**src/rtl/dsz_pkg.sv**
```systemverilog
package dsz_pkg;

    localparam int unsigned DSZ_BURST_MAX = 256;

    typedef enum logic [2:0] {
        ST_IDLE,
        ST_ADDR,
        ST_DATA,
        ST_RESP,
        ST_REPLY
    } dsz_state_e;

    // Request attributes copied unchanged into every narrow burst
    typedef struct packed {
        logic [1:0] burst;
        logic [2:0] prot;
        logic [3:0] cache;
        logic [3:0] qos;
        logic [3:0] region;
        logic       lock;
    } dsz_attr_t;

    // Response ranking: a larger code is the more severe one
    function automatic logic [1:0] dsz_worse(input logic [1:0] a, input logic [1:0] b);
        return (a > b) ? a : b;
    endfunction

    function automatic logic [2:0] dsz_cap_size(input logic [2:0] req, input logic [2:0] cap);
        return (req > cap) ? cap : req;
    endfunction

endpackage

```
**src/rtl/dsz_req_capture.sv**
```systemverilog
module dsz_req_capture
    import dsz_pkg::*;
#(
    parameter int unsigned ID_W   = 4,
    parameter int unsigned USER_W = 2,
    parameter int unsigned NLOG   = 2,
    parameter int unsigned RL     = 2,
    parameter int unsigned CNT_W  = 11
) (
    input  logic              clk,
    input  logic              rst_n,
    input  logic              load_i,
    input  logic [7:0]        len_i,
    input  logic [2:0]        size_i,
    input  logic [ID_W-1:0]   id_i,
    input  logic [USER_W-1:0] user_i,
    input  dsz_attr_t         attr_i,
    output logic [CNT_W-1:0]  total_o,
    output logic [2:0]        osize_q,
    output logic [RL-1:0]     kmax_q,
    output logic [ID_W-1:0]   id_q,
    output logic [USER_W-1:0] user_q,
    output dsz_attr_t         attr_q
);

    logic [2:0]    osize_d;
    logic [2:0]    shift_d;
    logic [RL:0]   span_d;
    logic [RL-1:0] kmax_d;

    assign osize_d = dsz_cap_size(size_i, 3'(NLOG));
    assign shift_d = size_i - osize_d;
    assign span_d  = (RL+1)'(1) << shift_d;
    assign kmax_d  = RL'(span_d - (RL+1)'(1));
    assign total_o = (CNT_W'(len_i) + CNT_W'(1)) << shift_d;

    always_ff @(posedge clk) begin
        if (!rst_n) begin
            osize_q <= '0;
            kmax_q  <= '0;
            id_q    <= '0;
            user_q  <= '0;
            attr_q  <= '0;
        end else if (load_i) begin
            osize_q <= osize_d;
            kmax_q  <= kmax_d;
            id_q    <= id_i;
            user_q  <= user_i;
            attr_q  <= attr_i;
        end
    end

endmodule

```
**src/rtl/dsz_lane_select.sv**
```systemverilog
module dsz_lane_select #(
    parameter int unsigned WIDE_W   = 128,
    parameter int unsigned NARROW_W = 32
) (
    input  logic [WIDE_W-1:0]            wdata_i,
    input  logic [WIDE_W/8-1:0]          wstrb_i,
    input  logic [$clog2(WIDE_W/NARROW_W)-1:0] sel_i,
    output logic [NARROW_W-1:0]          ndata_o,
    output logic [NARROW_W/8-1:0]        nstrb_o
);

    localparam int unsigned RATIO = WIDE_W / NARROW_W;
    localparam int unsigned NBYTE = NARROW_W / 8;

    logic [NARROW_W-1:0] dslice [RATIO];
    logic [NBYTE-1:0]    sslice [RATIO];

    for (genvar g = 0; g < RATIO; g++) begin : g_slice
        assign dslice[g] = wdata_i[g*NARROW_W +: NARROW_W];
        assign sslice[g] = wstrb_i[g*NBYTE +: NBYTE];
    end

    assign ndata_o = dslice[sel_i];
    assign nstrb_o = sslice[sel_i];

endmodule

```
**src/rtl/dsz_resp_merge.sv**
```systemverilog
module dsz_resp_merge
    import dsz_pkg::*;
(
    input  logic       clk,
    input  logic       rst_n,
    input  logic       clear_i,
    input  logic       take_i,
    input  logic [1:0] resp_i,
    output logic [1:0] resp_q
);

    always_ff @(posedge clk) begin
        if (!rst_n)       resp_q <= 2'b00;
        else if (clear_i) resp_q <= 2'b00;
        else if (take_i)  resp_q <= dsz_worse(resp_q, resp_i);
    end

endmodule

```
**src/rtl/axi_write_downsizer.sv**
```systemverilog
module axi_write_downsizer
    import dsz_pkg::*;
#(
    parameter int unsigned WIDE_W   = 128,
    parameter int unsigned NARROW_W = 32,
    parameter int unsigned ADDR_W   = 32,
    parameter int unsigned ID_W     = 4,
    parameter int unsigned USER_W   = 2
) (
    input  logic                  clk,
    input  logic                  rst_n,
    input  logic                  s_awvalid,
    output logic                  s_awready,
    input  logic [ADDR_W-1:0]     s_awaddr,
    input  logic [7:0]            s_awlen,
    input  logic [2:0]            s_awsize,
    input  logic [1:0]            s_awburst,
    input  logic [ID_W-1:0]       s_awid,
    input  logic [USER_W-1:0]     s_awuser,
    input  logic [2:0]            s_awprot,
    input  logic [3:0]            s_awcache,
    input  logic [3:0]            s_awqos,
    input  logic [3:0]            s_awregion,
    input  logic                  s_awlock,
    input  logic                  s_wvalid,
    output logic                  s_wready,
    input  logic [WIDE_W-1:0]     s_wdata,
    input  logic [WIDE_W/8-1:0]   s_wstrb,
    input  logic                  s_wlast,
    output logic                  s_bvalid,
    input  logic                  s_bready,
    output logic [1:0]            s_bresp,
    output logic [ID_W-1:0]       s_bid,
    output logic                  m_awvalid,
    input  logic                  m_awready,
    output logic [ADDR_W-1:0]     m_awaddr,
    output logic [7:0]            m_awlen,
    output logic [2:0]            m_awsize,
    output logic [1:0]            m_awburst,
    output logic [ID_W-1:0]       m_awid,
    output logic [USER_W-1:0]     m_awuser,
    output logic [2:0]            m_awprot,
    output logic [3:0]            m_awcache,
    output logic [3:0]            m_awqos,
    output logic [3:0]            m_awregion,
    output logic                  m_awlock,
    output logic                  m_wvalid,
    input  logic                  m_wready,
    output logic [NARROW_W-1:0]   m_wdata,
    output logic [NARROW_W/8-1:0] m_wstrb,
    output logic                  m_wlast,
    input  logic                  m_bvalid,
    output logic                  m_bready,
    input  logic [1:0]            m_bresp,
    input  logic [ID_W-1:0]       m_bid
);

    localparam int unsigned WBYTE = WIDE_W / 8;
    localparam int unsigned NBYTE = NARROW_W / 8;
    localparam int unsigned WLOG  = $clog2(WBYTE);
    localparam int unsigned NLOG  = $clog2(NBYTE);
    localparam int unsigned RL    = WLOG - NLOG;
    localparam int unsigned CNT_W = 9 + RL;

    dsz_state_e         state_q, state_d;
    logic [ADDR_W-1:0]  naddr_q;
    logic [CNT_W-1:0]   rem_q;
    logic [7:0]         blen_q;
    logic [7:0]         bcnt_q;
    logic [RL-1:0]      kcnt_q;

    logic [CNT_W-1:0]   total_w;
    logic [2:0]         osize_w;
    logic [RL-1:0]      kmax_w;
    logic [ID_W-1:0]    id_w;
    logic [USER_W-1:0]  user_w;
    dsz_attr_t          attr_in, attr_w;
    logic [1:0]         merged_w;

    logic               aw_take;
    logic               w_fire;
    logic               slice_end;
    logic               sub_last;
    logic               b_take;
    logic [ADDR_W-1:0]  step_w;
    logic [ADDR_W-1:0]  naddr_next;
    logic [7:0]         len_out;
    logic               unused_inputs;

    assign unused_inputs = ^{s_wlast, m_bid};

    assign attr_in = '{burst: s_awburst, prot: s_awprot, cache: s_awcache,
                       qos: s_awqos, region: s_awregion, lock: s_awlock};

    dsz_req_capture #(
        .ID_W   (ID_W),
        .USER_W (USER_W),
        .NLOG   (NLOG),
        .RL     (RL),
        .CNT_W  (CNT_W)
    ) u_capture (
        .clk     (clk),
        .rst_n   (rst_n),
        .load_i  (aw_take),
        .len_i   (s_awlen),
        .size_i  (s_awsize),
        .id_i    (s_awid),
        .user_i  (s_awuser),
        .attr_i  (attr_in),
        .total_o (total_w),
        .osize_q (osize_w),
        .kmax_q  (kmax_w),
        .id_q    (id_w),
        .user_q  (user_w),
        .attr_q  (attr_w)
    );

    dsz_lane_select #(
        .WIDE_W   (WIDE_W),
        .NARROW_W (NARROW_W)
    ) u_lanes (
        .wdata_i (s_wdata),
        .wstrb_i (s_wstrb),
        .sel_i   (naddr_q[WLOG-1:NLOG]),
        .ndata_o (m_wdata),
        .nstrb_o (m_wstrb)
    );

    dsz_resp_merge u_merge (
        .clk     (clk),
        .rst_n   (rst_n),
        .clear_i (aw_take),
        .take_i  (b_take),
        .resp_i  (m_bresp),
        .resp_q  (merged_w)
    );

    // Handshake qualifiers
    assign aw_take    = (state_q == ST_IDLE) && s_awvalid;
    assign slice_end  = (kcnt_q == kmax_w);
    assign sub_last   = (bcnt_q == blen_q);
    assign w_fire     = m_wvalid && m_wready;
    assign b_take     = (state_q == ST_RESP) && m_bvalid;

    // Narrow address walk: align to the beat size, then step one beat
    assign step_w     = ADDR_W'(1) << osize_w;
    assign naddr_next = (naddr_q & ~(step_w - ADDR_W'(1))) + step_w;
    assign len_out    = (rem_q > CNT_W'(DSZ_BURST_MAX)) ? 8'hFF : 8'(rem_q - CNT_W'(1));

    always_comb begin
        state_d = state_q;
        unique case (state_q)
            ST_IDLE:  if (s_awvalid)          state_d = ST_ADDR;
            ST_ADDR:  if (m_awready)          state_d = ST_DATA;
            ST_DATA:  if (w_fire && sub_last) state_d = ST_RESP;
            ST_RESP:  if (m_bvalid)           state_d = (rem_q == '0) ? ST_REPLY : ST_ADDR;
            ST_REPLY: if (s_bready)           state_d = ST_IDLE;
            default:                          state_d = ST_IDLE;
        endcase
    end

    always_ff @(posedge clk) begin
        if (!rst_n) begin
            state_q <= ST_IDLE;
            naddr_q <= '0;
            rem_q   <= '0;
            blen_q  <= '0;
            bcnt_q  <= '0;
            kcnt_q  <= '0;
        end else begin
            state_q <= state_d;
            if (aw_take) begin
                naddr_q <= s_awaddr;
                rem_q   <= total_w;
                kcnt_q  <= '0;
            end
            if ((state_q == ST_ADDR) && m_awready) begin
                blen_q <= len_out;
                bcnt_q <= '0;
            end
            if (w_fire) begin
                naddr_q <= naddr_next;
                rem_q   <= rem_q - CNT_W'(1);
                bcnt_q  <= bcnt_q + 8'd1;
                kcnt_q  <= slice_end ? '0 : kcnt_q + RL'(1);
            end
        end
    end

    // Wide side
    assign s_awready  = (state_q == ST_IDLE);
    assign s_wready   = (state_q == ST_DATA) && m_wready && slice_end;
    assign s_bvalid   = (state_q == ST_REPLY);
    assign s_bresp    = merged_w;
    assign s_bid      = id_w;

    // Narrow side
    assign m_awvalid  = (state_q == ST_ADDR);
    assign m_awaddr   = naddr_q;
    assign m_awlen    = len_out;
    assign m_awsize   = osize_w;
    assign m_awburst  = attr_w.burst;
    assign m_awid     = id_w;
    assign m_awuser   = user_w;
    assign m_awprot   = attr_w.prot;
    assign m_awcache  = attr_w.cache;
    assign m_awqos    = attr_w.qos;
    assign m_awregion = attr_w.region;
    assign m_awlock   = attr_w.lock;
    assign m_wvalid   = (state_q == ST_DATA) && s_wvalid;
    assign m_wlast    = sub_last;
    assign m_bready   = (state_q == ST_RESP);

endmodule

```
**config.mk**
```make
export PLATFORM = sky130hd
export DESIGN_NAME = axi_write_downsizer
export DESIGN_NICKNAME = d
export VERILOG_FILES = /design/src/rtl/dsz_pkg.sv /design/src/rtl/dsz_req_capture.sv /design/src/rtl/dsz_lane_select.sv /design/src/rtl/dsz_resp_merge.sv /design/src/rtl/axi_write_downsizer.sv
export SDC_FILE = /design/constraint.sdc
export NUM_CORES = 1
export LEC_CHECK = 0
export ABC_AREA = 1
export BUFFER_PORTS_ARGS = -buffer_cell sky130_fd_sc_hd__clkbuf_2
export CORE_MARGIN = 10
export CORE_UTILIZATION = 48
export DETAILED_ROUTE_END_ITERATION = 8
export GPL_TIMING_DRIVEN = 1
export PLACE_DENSITY = 0.88
export SETUP_SLACK_MARGIN = 0.4
export SYNTH_ARGS = -nofsm -noshare
export SYNTH_HDL_FRONTEND = slang
export SYNTH_SLANG_ARGS = --single-unit
```
**constraint.sdc**
```tcl
create_clock -name clk -period 2.9 [get_ports clk]
set_clock_uncertainty 0.2 [all_clocks]
set_input_delay 0.145 -clock clk [delete_from_list [all_inputs] [get_ports clk]]
set_output_delay 0.145 -clock clk [all_outputs]
set_load 0.01 [all_outputs]
```
### After elaboration in Yosys (flattened, before gate mapping)

Index checks and enable logic that the tools add are counted.

* muxes and demuxes: 24
* eq/ne operators: 11
* magnitude comparators: 4
* bitwise logic cells: 5
* add/subtract/negate cells: 8
* reduce and logical (&&, ||, !) cells: 15
* shift-type cells: 3

Operators by type and width (count)
* two-way mux 32 bit: 4
* binary-select mux 32 bit (select 2 bit): 1
* adder 32 bit: 1
* AND 32 bit: 1
* NOT 32 bit: 1
* left shift 1 x 3 -> 32 bit (first input constant): 1
* subtractor 32 x 1 -> 32 bit (second input constant): 1
* two-way mux 8 bit: 3
* two-way mux 11 bit: 2
* two-way mux 3 bit: 7
* one-hot mux 3 bit (5 select lines): 1
* > comparator 11 x 9 -> 1 bit (second input constant): 1
* zero test 11 bit: 1
* left shift 11 x 3 -> 11 bit: 1
* subtractor 11 x 1 -> 11 bit (second input constant): 1
* adder 8 x 1 -> 9 bit (second input constant): 1
* adder 8 x 1 -> 8 bit (second input constant): 1
* binary-select mux 4 bit (select 2 bit): 1
* equality test 8 bit: 1
* logical AND 1 bit: 8
* two-way mux 4 bit: 2
* equality test 3 x 2 -> 1 bit (second input constant): 2
* two-way mux 2 bit: 3
* inequality test 2 bit (second input constant): 3
* other kinds (18): 21

* word-level logic and storage cells: 87
* bits in registers: 95
* output and inout bits: 116
* input port bits: 226

### Depth between registers and ports, before layout

* depth after elaboration: 6
* mapped depth: 18
* depth with buffers taken out: 17

### Hierarchy

From an unflattened synthesis, not the netlist that was laid out.

* cell total of the unflattened synthesis: 1457
* area, all modules: 8260.4 um^2

Modules (own cells, without submodules)
* axi_write_downsizer: cells each 781, seq. area each 1281.2 um^2, times used 1, area an instance 4812.1 um^2
* dsz_lane_select: cells each 420, seq. area each 0.0 um^2, times used 1, area an instance 1766.7 um^2
* dsz_req_capture: cells each 233, seq. area each 580.6 um^2, times used 1, area an instance 1530.2 um^2
* dsz_resp_merge: cells each 23, seq. area each 40.0 um^2, times used 1, area an instance 151.4 um^2

### Worst setup path after synthesis

Ideal clock, no wire load.

* kind: reg-to-reg
* from: register u_capture.osize_q[1]
* to: register naddr_q[8] (netlist: m_awaddr[8])
* setup time: 70 ps
* arrival time: 2349 ps
* stages on the path, launching flop included: 14
* clock period less this slack: 2619 ps
* buffers on the path: 1
* data required time: 2630 ps
* slack: 281 ps
* path through: dfxtp_1 > buf_6 > nand3_2 > ha_1 > nand2_1 > inv_1 > ha_1 > inv_1 > o21bai_1 > a21oi_2 > nand2_4 > nand2_1 > mux2_1 > a21oi_1

* cells in the longest elaborated chain, start to end: 6

Ends and longest elaborated chain
* start, declared: RTL line dsz_req_capture.sv:19 `output logic [2:0] osize_q,`
* start signal, assigned: RTL line dsz_req_capture.sv:45 `osize_q <= osize_d;`
* left shift 1 x 3 -> 32 bit *: RTL line axi_write_downsizer.sv:146 `assign step_w = ADDR_W'(1) << osize_w;`
* subtractor 32 x 1 -> 32 bit: RTL line axi_write_downsizer.sv:147 `assign naddr_next = (naddr_q & ~(step_w - ADDR_W'(1))) + step_w;`
* NOT 32 bit: RTL line axi_write_downsizer.sv:147
* AND 32 bit: RTL line axi_write_downsizer.sv:147
* adder 32 bit *: RTL line axi_write_downsizer.sv:147
* two-way mux 32 bit *: RTL line axi_write_downsizer.sv:181 `if (w_fire) begin`
* end signal, assigned: RTL line axi_write_downsizer.sv:173 `naddr_q <= s_awaddr;`
* end signal, assigned: RTL line axi_write_downsizer.sv:182 `naddr_q <= naddr_next;`
* end, declared: RTL line axi_write_downsizer.sv:66 `logic [ADDR_W-1:0] naddr_q;`

Mark *: on every way between the ends. The rest lies on a longest branch, timed or not.
A chain may end at the register's enable or synchronous reset.

### Worst setup path in the final report

* from: register u_capture.osize_q[0]
* to: register naddr_q[27] (netlist: m_awaddr[27])

The elaborated chain is that of the path after synthesis.

==> metrics.cfg <==
[setup_path]
crit_path_start_kind=flip-flop
crit_fanout=5
r2r_start=u_capture.osize_q[0]$_SDFFE_PN0P_
r2r_slack_ps=410
path_class=reg2reg
regToRegEndpoint=m_awaddr[27]$_SDFFE_PN0P_
arrival_ps=2500
critical_path_required_ps=2900
cp-end-kind=flip-flop
reg2reg_depth=15

[floorplan]
die_area_um2=20000
die_y_um=141
core-area_um2=14500
row_count=44
start_util=0.489
die_width_um=141
io_pins=342

[clock_network]
cts_tree=yes
clock_latency_ps=360
cts_root_buf=clkbuf_16
path_clk_slew_ps=80
htreeDepth=3
clockBufferDepth=2
cts.sinks=95
numCtsBuffers=9

[min_path]
whs_endpoint=m_awaddr[6]$_SDFFE_PN0P_
hold_path_class=in2reg
min_from=s_awaddr[6]
holdPathStages=4

[global_routing]
antenna_found_initial=5
first_global_vias=9074
grt_pass1_wl_um=49500
grt_use_met1=0.334
gr-max-usage-layer=met2
grt_start_max_net_pins=74
grt_overflow=0
grt_use_met3=0.0754
met2_usage=0.540
track_usage=0.306

[final_layout]
fill_cells=1234
mostFrequentLayoutCells=336 x clkbuf_2, 277 x nand2_1, 135 x nor2_1, 112 x o21ai_0, 104 x inv_1
final_layout_size_suffix_gt1_frac=0.294
instances_no_fill=1753
final_common_cell=clkbuf_2
area_growth_syn_to_layout_pct=43.8
design_area_um2=10200
final_nets=1794

[synth]
seq_area_frac_synth=0.269
syn-cell-area_um2=7080
synth_seq_cells=95
yosysWarnings=0
synth-main-ff-cell=dfxtp_1
syn_avg_cell_area_um2=5.98
synth_cell_types=49
synth_edf_count=0
async_flop_share=0
syn_inst=1184
syn_nets=1420

[power_and_ir_drop]
fin_total_pwr_w=0.00729
p_per_area_nw_per_um2=716
ir_worst_vdd_uv=476
p_leak_nw=4.81

[sta]
tightest_slew_ps=730
hold_violations=0
finalSetupViolations=0
rsz0062_at_grt=true
slew_headroom=0.513
whs_ps=2.18
final.setup.tns_ps=0
fmax_mhz=401
drv_slew=0
min_period_ps=2490
period_share=0.860

[route]
via_per_inst=5.65
wire_per_inst_um=19.2
drcViolationCount=0
wl_um=33700
dr.pass1.iters=6
drtAntennaViolNets=0
num_vias=9913
drt_iter0_drc=1002

[flow_run]
maxCapViolations=0

[place]
hpwl_um=25000
gp_congestion=0.983
io_buffers=336
postPlaceCellArea_um2=8900
place_inst=1659

[run_status]
status=finished, final reports clean

[synthesized netlist by cell type, drive strengths merged (2+ instances only)]
cell type	instances	share of area
o22ai	39	0.034
buf	23	0.019
nand2	297	0.16
inv	113	0.060
a21oi	93	0.067
nand3	83	0.061
nor3b	2	0.0021
and3	3	0.0027
o21ai	113	0.080
nor2	142	0.078
a211oi	5	0.0053
or2	5	0.0044
ha	10	0.018
dfxtp	95	0.27
clkbuf	43	0.023
o21a	12	0.013
xor2	9	0.011
clkinv	2	0.0011
a31oi	10	0.0088
nand3b	5	0.0053
nor3	23	0.017
o211ai	4	0.0042
xnor2	13	0.016
o21bai	10	0.011
nand4	12	0.011
nor4	7	0.0062
[worst max-delay path, cell delays in order (launching register included)]
cell,delay (ps)
dfxtp_4,380
nand3_4,120
inv_2,100
ha_4,200
nand2_2,60
inv_2,40
ha_4,320
nand2_8,90
nor2_1,280
nand2_1,110
nand2_2,100
nand2_1,70
nand2_1,60
nand3_1,60
nand2_1,90
a21oi_1,80
[per-layer routing]
metal | part of all wire | wire, µm
met5 | 0 | 0
met1 | 0.36 | 12100
met2 | 0.50 | 16700
met3 | 0.10 | 3380
met4 | 0.046 | 1540
[worst max path at each step]
stage,cells after the start,from,slack [ps],endpoint
floorplan,13,u_capture.osize_q[1]$_SDFFE_PN0P_,460,m_awaddr[8]$_SDFFE_PN0P_
global placement,14,u_capture.osize_q[0]$_SDFFE_PN0P_,340,m_awaddr[29]$_SDFFE_PN0P_
detailed placement,14,u_capture.osize_q[0]$_SDFFE_PN0P_,250,m_awaddr[24]$_SDFFE_PN0P_
CTS,16,u_capture.osize_q[1]$_SDFFE_PN0P_,400,m_awaddr[25]$_SDFFE_PN0P_
global route,18,u_capture.osize_q[0]$_SDFFE_PN0P_,300,m_awaddr[30]$_SDFFE_PN0P_
finish,15,u_capture.osize_q[0]$_SDFFE_PN0P_,410,m_awaddr[27]$_SDFFE_PN0P_
[cells by family after synthesis]
kind of cell               count (synthesis)  synth area share
AOI/OAI and AO/OA                        293             0.232
xor gates and xnor gates                  22            0.0272
adders and majority gates                 10            0.0177
buffers and inverters                    181             0.103
DFF                                       95             0.269
muxes                                      1           0.00159
other                                      1          0.000530
and+or+nand+nor                          581             0.350
[through the flow]
| stage | util | setup slack (ps) |
|---|---|---|
| 2_1_floorplan | - | 461 |
| 3_3_place_gp | 0.614 | 337 |
| 3_5_place_dp | 0.614 | 246 |
| 4_1_cts | 0.678 | 403 |
| 5_1_grt | 0.703 | 296 |
| 6_report | 0.703 | 406 |
[state kept, by name, indices dropped and copies added (netlist names)]
register           count
m_awaddr              32
u_capture.attr_q      18
rem_q                 11
bcnt_q                 8
blen_q                 8
u_capture.id_q         4
state_q                3
u_capture.osize_q      3
kcnt_q                 2
u_capture.kmax_q       2
u_capture.user_q       2
u_merge.resp_q         2
[power by group]
group	internal, W	total, W	switching, W	leakage [nW]
registers	0.00160	0.00193	0.000335	0.779
clock network	0.000618	0.00123	0.000612	0.151
logic	0.00152	0.00413	0.00261	3.88
[final cells by class]
class	instances	area [µm²]	share of cell area
multi-input cells	908	4720	0.463
repair buffers	428	2550	0.251
flip-flops and latches	95	1910	0.188
inverters	115	438	0.0430
well taps	184	230	0.0226
clock buffers	9	225	0.0221
clock inverters	7	86.3	0.00848
diodes	6	15.0	0.00147
repair inverters	1	5.00	0.000492
[timing repair]
| item | 4_1_cts | 5_1_grt |
|---|---|---|
| setup endpoints to repair | 32 | 40 |
| buffers inserted | 6 | 11 |
| pin swaps | 0 | 22 |
| hold buffers | 54 | 0 |
| resized for setup | 7 | 58 |
| hold endpoints to repair | 52 | 0 |
| cloned | 0 | 1 |
Power figures use the tool's default switching activity.
